$ cat src/rtl/csp_pkg.sv
package csp_pkg;

    localparam int BYTE_W      = 8;
    localparam int LONG_EDGES  = 2 * BYTE_W;
    localparam int CNT_W       = $clog2(LONG_EDGES) + 1;

    typedef enum logic [1:0] {
        FR_SHORT = 2'd0,
        FR_BYTE  = 2'd1,
        FR_LONG  = 2'd2
    } frame_kind_e;

    // synchronized pin view and the events derived from it
    typedef struct packed {
        logic cs_low;
        logic cs_fall;
        logic cs_rise;
        logic clk_rise;
        logic clk_fall;
        logic fs_rise;
        logic din;
    } port_ev_t;

    function automatic frame_kind_e classify(input logic [CNT_W-1:0] edges);
        if (edges >= CNT_W'(LONG_EDGES))
            return FR_LONG;
        else if (edges >= CNT_W'(BYTE_W))
            return FR_BYTE;
        else
            return FR_SHORT;
    endfunction

endpackage

$ cat src/rtl/csp_sync.sv
module csp_sync #(
    parameter int          W      = 4,
    parameter int          STAGES = 2,
    parameter logic [W-1:0] RST_V = '0
) (
    input  logic         clk,
    input  logic         rst,
    input  logic [W-1:0] d,
    output logic [W-1:0] q
);
    logic [STAGES-1:0][W-1:0] chain;

    always_ff @(posedge clk) begin
        if (rst)
            chain <= {STAGES{RST_V}};
        else
            chain <= {chain[STAGES-2:0], d};
    end

    assign q = chain[STAGES-1];
endmodule

$ cat src/rtl/csp_frame.sv
module csp_frame
    import csp_pkg::*;
(
    input  logic                clk,
    input  logic                rst,
    input  logic                cs_low,
    input  logic                cs_fall,
    input  logic                cs_rise,
    input  logic                clk_rise,
    input  logic                din,
    output logic [CNT_W-1:0]    edges,
    output logic [BYTE_W-1:0]   rx_byte,
    output logic                rx_valid,
    output logic                hw_reset_req
);
    localparam logic [CNT_W-1:0] CNT_SAT = CNT_W'(LONG_EDGES);

    logic [BYTE_W-1:0] shreg;

    always_ff @(posedge clk) begin
        if (rst) begin
            edges        <= '0;
            shreg        <= '0;
            rx_byte      <= '0;
            rx_valid     <= 1'b0;
            hw_reset_req <= 1'b0;
        end else begin
            rx_valid     <= 1'b0;
            hw_reset_req <= 1'b0;
            if (cs_fall) begin
                edges <= '0;
            end else if (cs_low && clk_rise) begin
                shreg <= {shreg[BYTE_W-2:0], din};
                if (edges != CNT_SAT)
                    edges <= edges + 1'b1;
            end
            if (cs_rise) begin
                unique case (classify(edges))
                    FR_BYTE: begin
                        rx_valid <= 1'b1;
                        rx_byte  <= shreg;
                    end
                    FR_LONG:  hw_reset_req <= 1'b1;
                    default:  ;
                endcase
            end
        end
    end
endmodule

$ cat src/rtl/csp_tx.sv
module csp_tx
    import csp_pkg::*;
(
    input  logic                clk,
    input  logic                rst,
    input  logic                cs_fall,
    input  logic                cs_rise,
    input  logic                clk_fall,
    input  logic [CNT_W-1:0]    edges,
    input  logic [BYTE_W-1:0]   tx_byte,
    input  logic                tx_valid,
    output logic                dio_out,
    output logic                dio_oe,
    output logic                tx_taken
);
    logic              active;
    logic [BYTE_W-1:0] shreg;

    always_ff @(posedge clk) begin
        if (rst) begin
            active   <= 1'b0;
            shreg    <= '0;
            tx_taken <= 1'b0;
        end else begin
            tx_taken <= 1'b0;
            if (cs_fall) begin
                active <= tx_valid;
                shreg  <= tx_byte;
            end else if (cs_rise) begin
                if (active && classify(edges) == FR_BYTE)
                    tx_taken <= 1'b1;
                active <= 1'b0;
            end else if (active && clk_fall && edges != '0) begin
                shreg <= {shreg[BYTE_W-2:0], 1'b0};
            end
        end
    end

    assign dio_oe  = active;
    assign dio_out = active & shreg[BYTE_W-1];
endmodule

$ cat src/rtl/csp_static.sv
module csp_static #(
    parameter int FS_PERIODS = 2
) (
    input  logic clk,
    input  logic rst,
    input  logic cs_low,
    input  logic cs_fall,
    input  logic clk_rise,
    input  logic fs_rise,
    output logic alt_mode_req
);
    localparam int FW = $clog2(FS_PERIODS + 1);
    localparam logic [FW-1:0] FS_TGT = FW'(FS_PERIODS);

    logic [FW-1:0] fs_cnt;
    logic          blocked;

    always_ff @(posedge clk) begin
        if (rst) begin
            fs_cnt       <= '0;
            blocked      <= 1'b0;
            alt_mode_req <= 1'b0;
        end else if (cs_fall) begin
            fs_cnt       <= '0;
            blocked      <= clk_rise;
            alt_mode_req <= 1'b0;
        end else if (!cs_low) begin
            fs_cnt       <= '0;
            alt_mode_req <= 1'b0;
        end else if (clk_rise) begin
            blocked      <= 1'b1;
            alt_mode_req <= 1'b0;
        end else begin
            if (fs_rise && !blocked && fs_cnt != FS_TGT)
                fs_cnt <= fs_cnt + 1'b1;
            alt_mode_req <= !blocked && (fs_cnt == FS_TGT);
        end
    end
endmodule

$ cat src/rtl/cs_byte_port.sv
module cs_byte_port
    import csp_pkg::*;
#(
    parameter int SYNC_STAGES = 2,
    parameter int FS_PERIODS  = 2
) (
    input  logic              clk,
    input  logic              rst,
    input  logic              cs_n,
    input  logic              sclk,
    input  logic              fsync,
    input  logic              dio_in,
    output logic              dio_out,
    output logic              dio_oe,
    input  logic [BYTE_W-1:0] tx_byte,
    input  logic              tx_valid,
    output logic              tx_taken,
    output logic [BYTE_W-1:0] rx_byte,
    output logic              rx_valid,
    output logic              hw_reset_req,
    output logic              alt_mode_req
);
    logic [3:0]       pins_s;
    logic             cs_s, sck_s, fs_s, din_s;
    logic             cs_q, sck_q, fs_q;
    port_ev_t         ev;
    logic [CNT_W-1:0] edges;

    csp_sync #(.W(4), .STAGES(SYNC_STAGES), .RST_V(4'b1000)) u_sync (
        .clk (clk),
        .rst (rst),
        .d   ({cs_n, sclk, fsync, dio_in}),
        .q   (pins_s)
    );

    assign {cs_s, sck_s, fs_s, din_s} = pins_s;

    always_ff @(posedge clk) begin
        if (rst) begin
            cs_q  <= 1'b1;
            sck_q <= 1'b0;
            fs_q  <= 1'b0;
        end else begin
            cs_q  <= cs_s;
            sck_q <= sck_s;
            fs_q  <= fs_s;
        end
    end

    always_comb begin
        ev.cs_low   = !cs_s;
        ev.cs_fall  = !cs_s &&  cs_q;
        ev.cs_rise  =  cs_s && !cs_q;
        ev.clk_rise =  sck_s && !sck_q;
        ev.clk_fall = !sck_s &&  sck_q;
        ev.fs_rise  =  fs_s && !fs_q;
        ev.din      =  din_s;
    end

    csp_frame u_frame (
        .clk          (clk),
        .rst          (rst),
        .cs_low       (ev.cs_low),
        .cs_fall      (ev.cs_fall),
        .cs_rise      (ev.cs_rise),
        .clk_rise     (ev.clk_rise),
        .din          (ev.din),
        .edges        (edges),
        .rx_byte      (rx_byte),
        .rx_valid     (rx_valid),
        .hw_reset_req (hw_reset_req)
    );

    csp_tx u_tx (
        .clk      (clk),
        .rst      (rst),
        .cs_fall  (ev.cs_fall),
        .cs_rise  (ev.cs_rise),
        .clk_fall (ev.clk_fall),
        .edges    (edges),
        .tx_byte  (tx_byte),
        .tx_valid (tx_valid),
        .dio_out  (dio_out),
        .dio_oe   (dio_oe),
        .tx_taken (tx_taken)
    );

    csp_static #(.FS_PERIODS(FS_PERIODS)) u_static (
        .clk          (clk),
        .rst          (rst),
        .cs_low       (ev.cs_low),
        .cs_fall      (ev.cs_fall),
        .clk_rise     (ev.clk_rise),
        .fs_rise      (ev.fs_rise),
        .alt_mode_req (alt_mode_req)
    );
endmodule

$ cat config.mk
export PLATFORM = sky130hd
export DESIGN_NAME = cs_byte_port
export DESIGN_NICKNAME = d
export VERILOG_FILES = /design/src/rtl/csp_pkg.sv /design/src/rtl/csp_sync.sv /design/src/rtl/csp_frame.sv /design/src/rtl/csp_tx.sv /design/src/rtl/csp_static.sv /design/src/rtl/cs_byte_port.sv
export SDC_FILE = /design/constraint.sdc
export NUM_CORES = 1
export LEC_CHECK = 0
export BUFFER_PORTS_ARGS = -buffer_cell sky130_fd_sc_hd__buf_4
export CORE_ASPECT_RATIO = 1.25
export CORE_MARGIN = 2
export CORE_UTILIZATION = 45
export CTS_CLUSTER_SIZE = 25
export DETAILED_ROUTE_END_ITERATION = 7
export PLACE_DENSITY = 0.65
export SYNTH_ARGS = -nofsm -noshare
export SYNTH_HDL_FRONTEND = slang
export SYNTH_SLANG_ARGS = --single-unit
$ cat constraint.sdc
create_clock -name clk -period 2.45 [get_ports clk]
set_input_delay 0.3675 -clock clk [delete_from_list [all_inputs] [get_ports clk]]
set_output_delay 0.3675 -clock clk [all_outputs]
set_load 0.005 [all_outputs]
==> results of run 1 <==
[power by group]
part	switching [W]	leakage (nW)	total [W]	internal [W]
Clock	0.000261	0.0583	0.000568	0.000307
Sequential	0.0000117	0.390	0.000814	0.000803
Combinational	0.0000411	0.546	0.0000869	0.0000458
Total	0.000314	0.995	0.00147	0.00116
[cells in the final DEF, fill, tap and decap left out, types with 3 or more instances in the layout]
cell | synthesis | layout
inv_1 | 20 | 20
nor2_1 | 13 | 13
dfxtp_1 | 48 | 48
ha_1 | 5 | 5
o21ai_0 | 4 | 4
mux2i_1 | 9 | 9
nor4bb_1 | 3 | 3
nand2_1 | 21 | 21
clkbuf_8 | 0 | 5
or2_2 | 4 | 4
a21oi_1 | 15 | 15
nor2b_1 | 9 | 9
o22a_1 | 7 | 7
buf_4 | 0 | 31
nand3_1 | 4 | 4
a221oi_1 | 7 | 7
[kinds of logic after synthesis]
group	after synthesis	synth area share, %
DFF	48	50.0
adders and majority gates	5	3.26
AOI/OAI and AO/OA	40	15.1
and+or+nand+nor	71	21.0
buffers and inverters	30	5.92
muxes	9	4.69
[stage by stage]
step                      total power [W]  setup WS (ns)  hold slack [ns]
after floorplan                  0.000890          0.684            0.389
after CTS                         0.00149          0.510            0.244
after detailed placement         0.000921          0.499            0.404
after global placement           0.000920          0.563            0.404
final                             0.00147          0.518            0.252
after global routing              0.00153          0.398            0.247
[metal layers]
layer  part of all wire, %  track usage [%]  wire length, µm
met5                     0                0                0
met2                    50             28.8             1720
met3                   3.7             2.93              127
met4                   1.4             6.67               50
met1                    45             16.4             1570
[final cells by class]
| type | instances | area share, % |
|---|---|---|
| sequential | 48 | 41.7 |
| multi-input combinational | 125 | 36.8 |
| timing repair buffer | 31 | 10.1 |
| inverter | 20 | 3.26 |
| tap | 56 | 3.04 |
| clock buffer | 5 | 2.99 |
| clock inverter | 3 | 2.07 |
[state kept, by name (all words and copies together), names as in the netlist]
name and count:
u_static.blocked 1, u_static.fs_cnt 2, u_tx.tx_taken 1, u_frame.rx_valid 1, fs_q 1, cs_q 1, u_frame.rx_byte 8, u_sync.chain 4
u_static.alt_mode_req 1, u_frame.edges 5, u_frame.hw_reset_req 1, u_frame.shreg 8, u_tx.dio_oe 1, u_sync.q 4, sck_q 1, u_tx.shreg 8
[how the worst max path moves through the flow]
stage | start | to | cells past startpoint
2_1_floorplan | u_sync.q[3] | u_frame.shreg[0] | 7
3_3_place_gp | u_sync.q[3] | u_frame.shreg[2] | 5
3_5_place_dp | u_sync.q[3] | u_frame.shreg[3] | 5
4_1_cts | u_sync.q[3] | u_frame.shreg[3] | 5
5_1_grt | u_sync.q[3] | u_static.alt_mode_req | 6
6_report | u_sync.q[3] | u_frame.shreg[3] | 5
==> results.json, run 1 <==
{
  "portBuffers": 28,
  "insertion_delay_ns": 0.30,
  "fin_area_um2": 2300,
  "crit_slowest_cell": "or4b_1",
  "drt_wl_total_um": 3470,
  "rsz0062_at_grt": "false",
  "core_area_um2": 4100,
  "hold_path_depth": 2,
  "reg2reg_slack_ns": 0.52,
  "via_count": 1478,
  "drcViolationCount": 0,
  "max_stage_delay_ns": 0.70,
  "grt_pass1_vias": 1436,
  "fin_cells": 288,
  "drv_slew": 0,
  "start_util_pct": 46.9,
  "die_w_um": 62.5,
  "power_density_nw_per_um2": 638,
  "min-delay-start": "cs_n",
  "overflow": 0,
  "hold_viol_final": 0,
  "endpoint_kind": "register",
  "dieArea_um2": 4810,
  "cts_tree": "done",
  "post-place-cells": 280,
  "cts_hold_repair.buffers": 0,
  "ys_ff_latch": 48,
  "post-synth-top-count-cell": "dfxtp_1",
  "grt_max_degree": 45,
  "critPathTopFamily": "simple AND/OR/NAND/NOR gates",
  "synth_edf_count": 0,
  "crit_chain": "inv_1, ha_1, or4b_1, nand2_1, a21oi_1",
  "path_clk_slew_ns": 0.09,
  "leakage_nw": 0.995,
  "final_nets": 251,
  "yosysUniqueCellTypes": 37,
  "status": "finished, final reports clean",
  "start_kind": "register",
  "drtPass1Iterations": 4,
  "critPathMaxFanout": 12,
  "min_to": "u_sync.chain[3]",
  "timing.rr.start": "u_sync.q[3]",
  "post-cts-setup-buffers": 0,
  "antenna_found_initial": 0,
  "ys_async_sr_fraction_pct": 0,
  "wl_per_cell_um": 12.0,
  "period_needed_ns": 1.93,
  "fillers": 395,
  "crit_buf_inv": 1,
  "boundaryPins": 29,
  "multiInputGateArea_um2": 847,
  "die_y_um": 77.1,
  "ff_latch_area_um2": 961,
  "diodes": 0,
  "synthesis.area_um2": 1920,
  "fp-row-count": 26,
  "ir_worst_vdd_mv": 0.329,
  "grt_pass1_wl_um": 5990,
  "synth_cells": 203,
  "synth_top_area_cell": "dfxtp_1",
  "syn_avg_cell_area_um2": 9.47,
  "grt_use_total_pct": 15.3,
  "cts.sinks": 48,
  "ctsResizeCount": 0,
  "drt_first_iter_violations": 54,
  "gp_congestion": 0.767,
  "tightestPinTransition_ns": 0.613,
  "relSlewSlack_pct": 59.0,
  "synth_top_area_share_pct": 50.0,
  "tns_ns": 0,
  "min_period_over_period_pct": 78.9,
  "synth_ff_type": "dfxtp_1",
  "ys_top_cells_by_count": "dfxtp_1, nand2_1, inv_1",
  "worstPathArrival_ns": 2.11,
  "clock_path_buffers": 2,
  "yosysWarnings": 0,
  "htree_levels": 2,
  "cp.required_ns": 2.62,
  "drive_gt1_share_pct": 21.1,
  "hp-class": "in -> reg",
  "r2r_cells": 5,
  "fmax_mhz": 518,
  "r2r_end": "u_frame.shreg[3]",
  "cts_buffers": 5,
  "ys_seq_area_share_pct": 50.0,
  "skew_ns": 0.00895,
  "ctsRootBufferMaster": "clkbuf_8",
  "synth.net_count": 223,
  "fin_util_pct": 56.2,
  "dp_hpwl_um": 2430,
  "ant_nets": 0,
  "vias_per_cell": 5.13,
  "path_class": "reg -> reg",
  "drv_cap": 0,
  "setup_viol": 0,
  "post_dp_cell_area_um2": 2190,
  "area_delta_synth_final_pct": 19.8,
  "synth_area_leaders": "dfxtp_1, mux2i_1, nand2_1, a21oi_1, inv_1"
}
No activity file was read; power rests on OpenSTA's default activity.
==> run 2: changes to the inputs <==
--- a/config.mk
+++ b/config.mk
@@ -5,13 +5,14 @@
 export SDC_FILE = /design/constraint.sdc
 export NUM_CORES = 1
 export LEC_CHECK = 0
+export ABC_AREA = 1
 export BUFFER_PORTS_ARGS = -buffer_cell sky130_fd_sc_hd__buf_4
 export CORE_ASPECT_RATIO = 1.25
 export CORE_MARGIN = 2
 export CORE_UTILIZATION = 45
 export CTS_CLUSTER_SIZE = 25
 export DETAILED_ROUTE_END_ITERATION = 7
-export PLACE_DENSITY = 0.65
+export PLACE_DENSITY = 0.68
 export SYNTH_ARGS = -nofsm -noshare
 export SYNTH_HDL_FRONTEND = slang
 export SYNTH_SLANG_ARGS = --single-unit
==> constraint.sdc (replaced) <==
create_clock -name clk -period 1.7 [get_ports clk]
set_input_delay 0.255 -clock clk [delete_from_list [all_inputs] [get_ports clk]]
set_output_delay 0.255 -clock clk [all_outputs]
set_load 0.005 [all_outputs]
==> results.json, run 2 <==
{
  "endpoint_kind": "register",
  "synth_top_area_share_pct": 48.5,
  "critPathMaxFanout": 9,
  "grt_use_total_pct": 14.4,
  "tns_ns": 0,
  "hold_viol_final": 0,
  "wl_per_cell_um": 9.61,
  "path_class": "reg -> reg",
  "tightestPinTransition_ns": 0.413,
  "post-synth-top-count-cell": "dfxtp_1",
  "relSlewSlack_pct": 72.4,
  "min_period_over_period_pct": 87.0,
  "period_needed_ns": 1.48,
  "cp.required_ns": 1.94,
  "core_area_um2": 4320,
  "ant_nets": 0,
  "portBuffers": 28,
  "start_util_pct": 45.8,
  "die_w_um": 63.4,
  "synth_edf_count": 0,
  "grt_pass1_vias": 1348,
  "wl_met1_um": 1630,
  "status": "finished, final reports clean",
  "reg_top3": "u_frame.rx_byte x8, u_frame.shreg x8, u_tx.shreg x8",
  "rsz0062_at_grt": "false",
  "highest_layer": "met4",
  "ys_seq_area_share_pct": 48.5,
  "syn_avg_cell_area_um2": 7.51,
  "drt_wl_total_um": 3380,
  "via_count": 1605,
  "ys_ff_latch": 48,
  "ys_top_cells_by_count": "dfxtp_1, nor2_1, inv_1",
  "fin_util_pct": 55.2,
  "path_clk_slew_ns": 0.09,
  "htree_levels": 2,
  "cts_buffers": 5,
  "dieArea_um2": 4950,
  "final_nets": 313,
  "drtPass1Iterations": 4,
  "wl_met2_um": 1570,
  "antenna_found_initial": 0,
  "synth.net_count": 284,
  "synth_cells": 264,
  "fillers": 442,
  "skew_ns": 0.00632,
  "die_y_um": 78.2,
  "final_common_cell": "dfxtp_1",
  "grt_pass1_wl_um": 5730,
  "insertion_delay_ns": 0.30,
  "synth_top_area_cell": "dfxtp_1",
  "power_density_nw_per_um2": 1010,
  "vias_per_cell": 4.56,
  "synthesis.area_um2": 1980,
  "clock_path_buffers": 2,
  "grt_max_degree": 19,
  "start_kind": "register",
  "drive_gt1_share_pct": 17.0,
  "diodes": 0,
  "drt_first_iter_violations": 46,
  "leakage_nw": 1.08,
  "gp_congestion": 0.814,
  "yosysUniqueCellTypes": 24,
  "area_delta_synth_final_pct": 20.5,
  "ctsRootBufferMaster": "clkbuf_8",
  "multiInputGateArea_um2": 797,
  "worstPathArrival_ns": 1.72,
  "cts_tree": "done",
  "overflow": 0,
  "cts.sinks": 48,
  "dp_hpwl_um": 2410,
  "synth_ff_type": "dfxtp_1",
  "drv_slew": 0,
  "final_cell_mix": "dfxtp_1, inv_1, nor2_1",
  "fp-row-count": 27,
  "yosysWarnings": 0,
  "drcViolationCount": 0,
  "fmax_mhz": 676,
  "ff_latch_area_um2": 961,
  "synth_area_leaders": "dfxtp_1, nor2_1, inv_1, nand2_1, o21ai_0",
  "boundaryPins": 29,
  "routed-wl-met3_um": 143,
  "drv_cap": 0,
  "hp-class": "in -> reg",
  "setup_viol": 0,
  "ir_worst_vdd_mv": 0.632,
  "ys_async_sr_fraction_pct": 0
}
-- run 2: report_power, final --
part	total [W]	switching [W]	internal, W
clock network	0.00111	0.000378	0.000735
logic	0.000133	0.0000736	0.0000589
registers	0.00116	0.0000105	0.00115
total	0.00240	0.000462	0.00194
-- run 2: final cells by class --
class | instances | area share, %
tap | 58 | 3.04
sequential | 48 | 40.3
timing repair buffer | 31 | 9.75
inverter | 44 | 6.92
multi-input combinational | 163 | 33.4
clock buffer | 5 | 2.88
clock inverter | 3 | 3.77
-- run 2: worst max-delay path, stage by stage (launching register included) --
cell	delay (ns)
dfxtp_1	0.40
inv_1	0.11
ha_1	0.29
inv_1	0.15
nand2_4	0.09
inv_1	0.22
nor2_1	0.07
nor2_1	0.10
-- run 2: final timing paths --
kind / end / start / slack [ns] / cells past startpoint
worst max-delay path: u_frame.shreg[2] / u_sync.q[3] / 0.22 / 7
worst min-delay path: u_sync.chain[3] / cs_n / 0.13 / 2
worst max register to register: u_frame.shreg[2] / u_sync.q[3] / 0.22 / 7
worst min register to register: u_sync.q[1] / u_sync.chain[1] / 0.41 / 2
-- run 2: kinds of logic (layout without fill, tap and decap cells) --
kind of cell               count (synthesis)  after routing  share of synthesized area, %
AOI/OAI and AO/OA                         46             46                          11.9
xor gates and xnor gates                   1              1                         0.442
adders and majority gates                  5              5                          3.16
buffers and inverters                     53             83                          11.8
DFF                                       48             48                          48.5
and+or+nand+nor                          111            111                          24.2
-- run 2: layer usage --
layer / up-vias / global-route usage, %
met2: 21 / 23.1
li1: 880 / -
met1: 700 / 18.3
met4: 0 / 5.22
met3: 4 / 4.44
met5: - / 0
-- run 2: timing repair --
item | CTS | global route
resized for setup | 0 | 3
setup endpoints to repair | 0 | 5
buffers inserted | 0 | 0
hold buffers | 0 | 0
-- run 2: through the flow --
stage          hold slack (ns)  std cells  total power [W]  setup WS [ns]  area (µm²)
6_report                 0.133        352          0.00240          0.221        2390
5_1_grt                  0.121        352          0.00250         0.0435        2390
4_1_cts                  0.124        352          0.00243          0.168        2380
3_5_place_dp             0.394        344          0.00132          0.193        2220
3_3_place_gp             0.389        344          0.00132          0.177        2220
2_1_floorplan            0.359        264          0.00128          0.315        1980
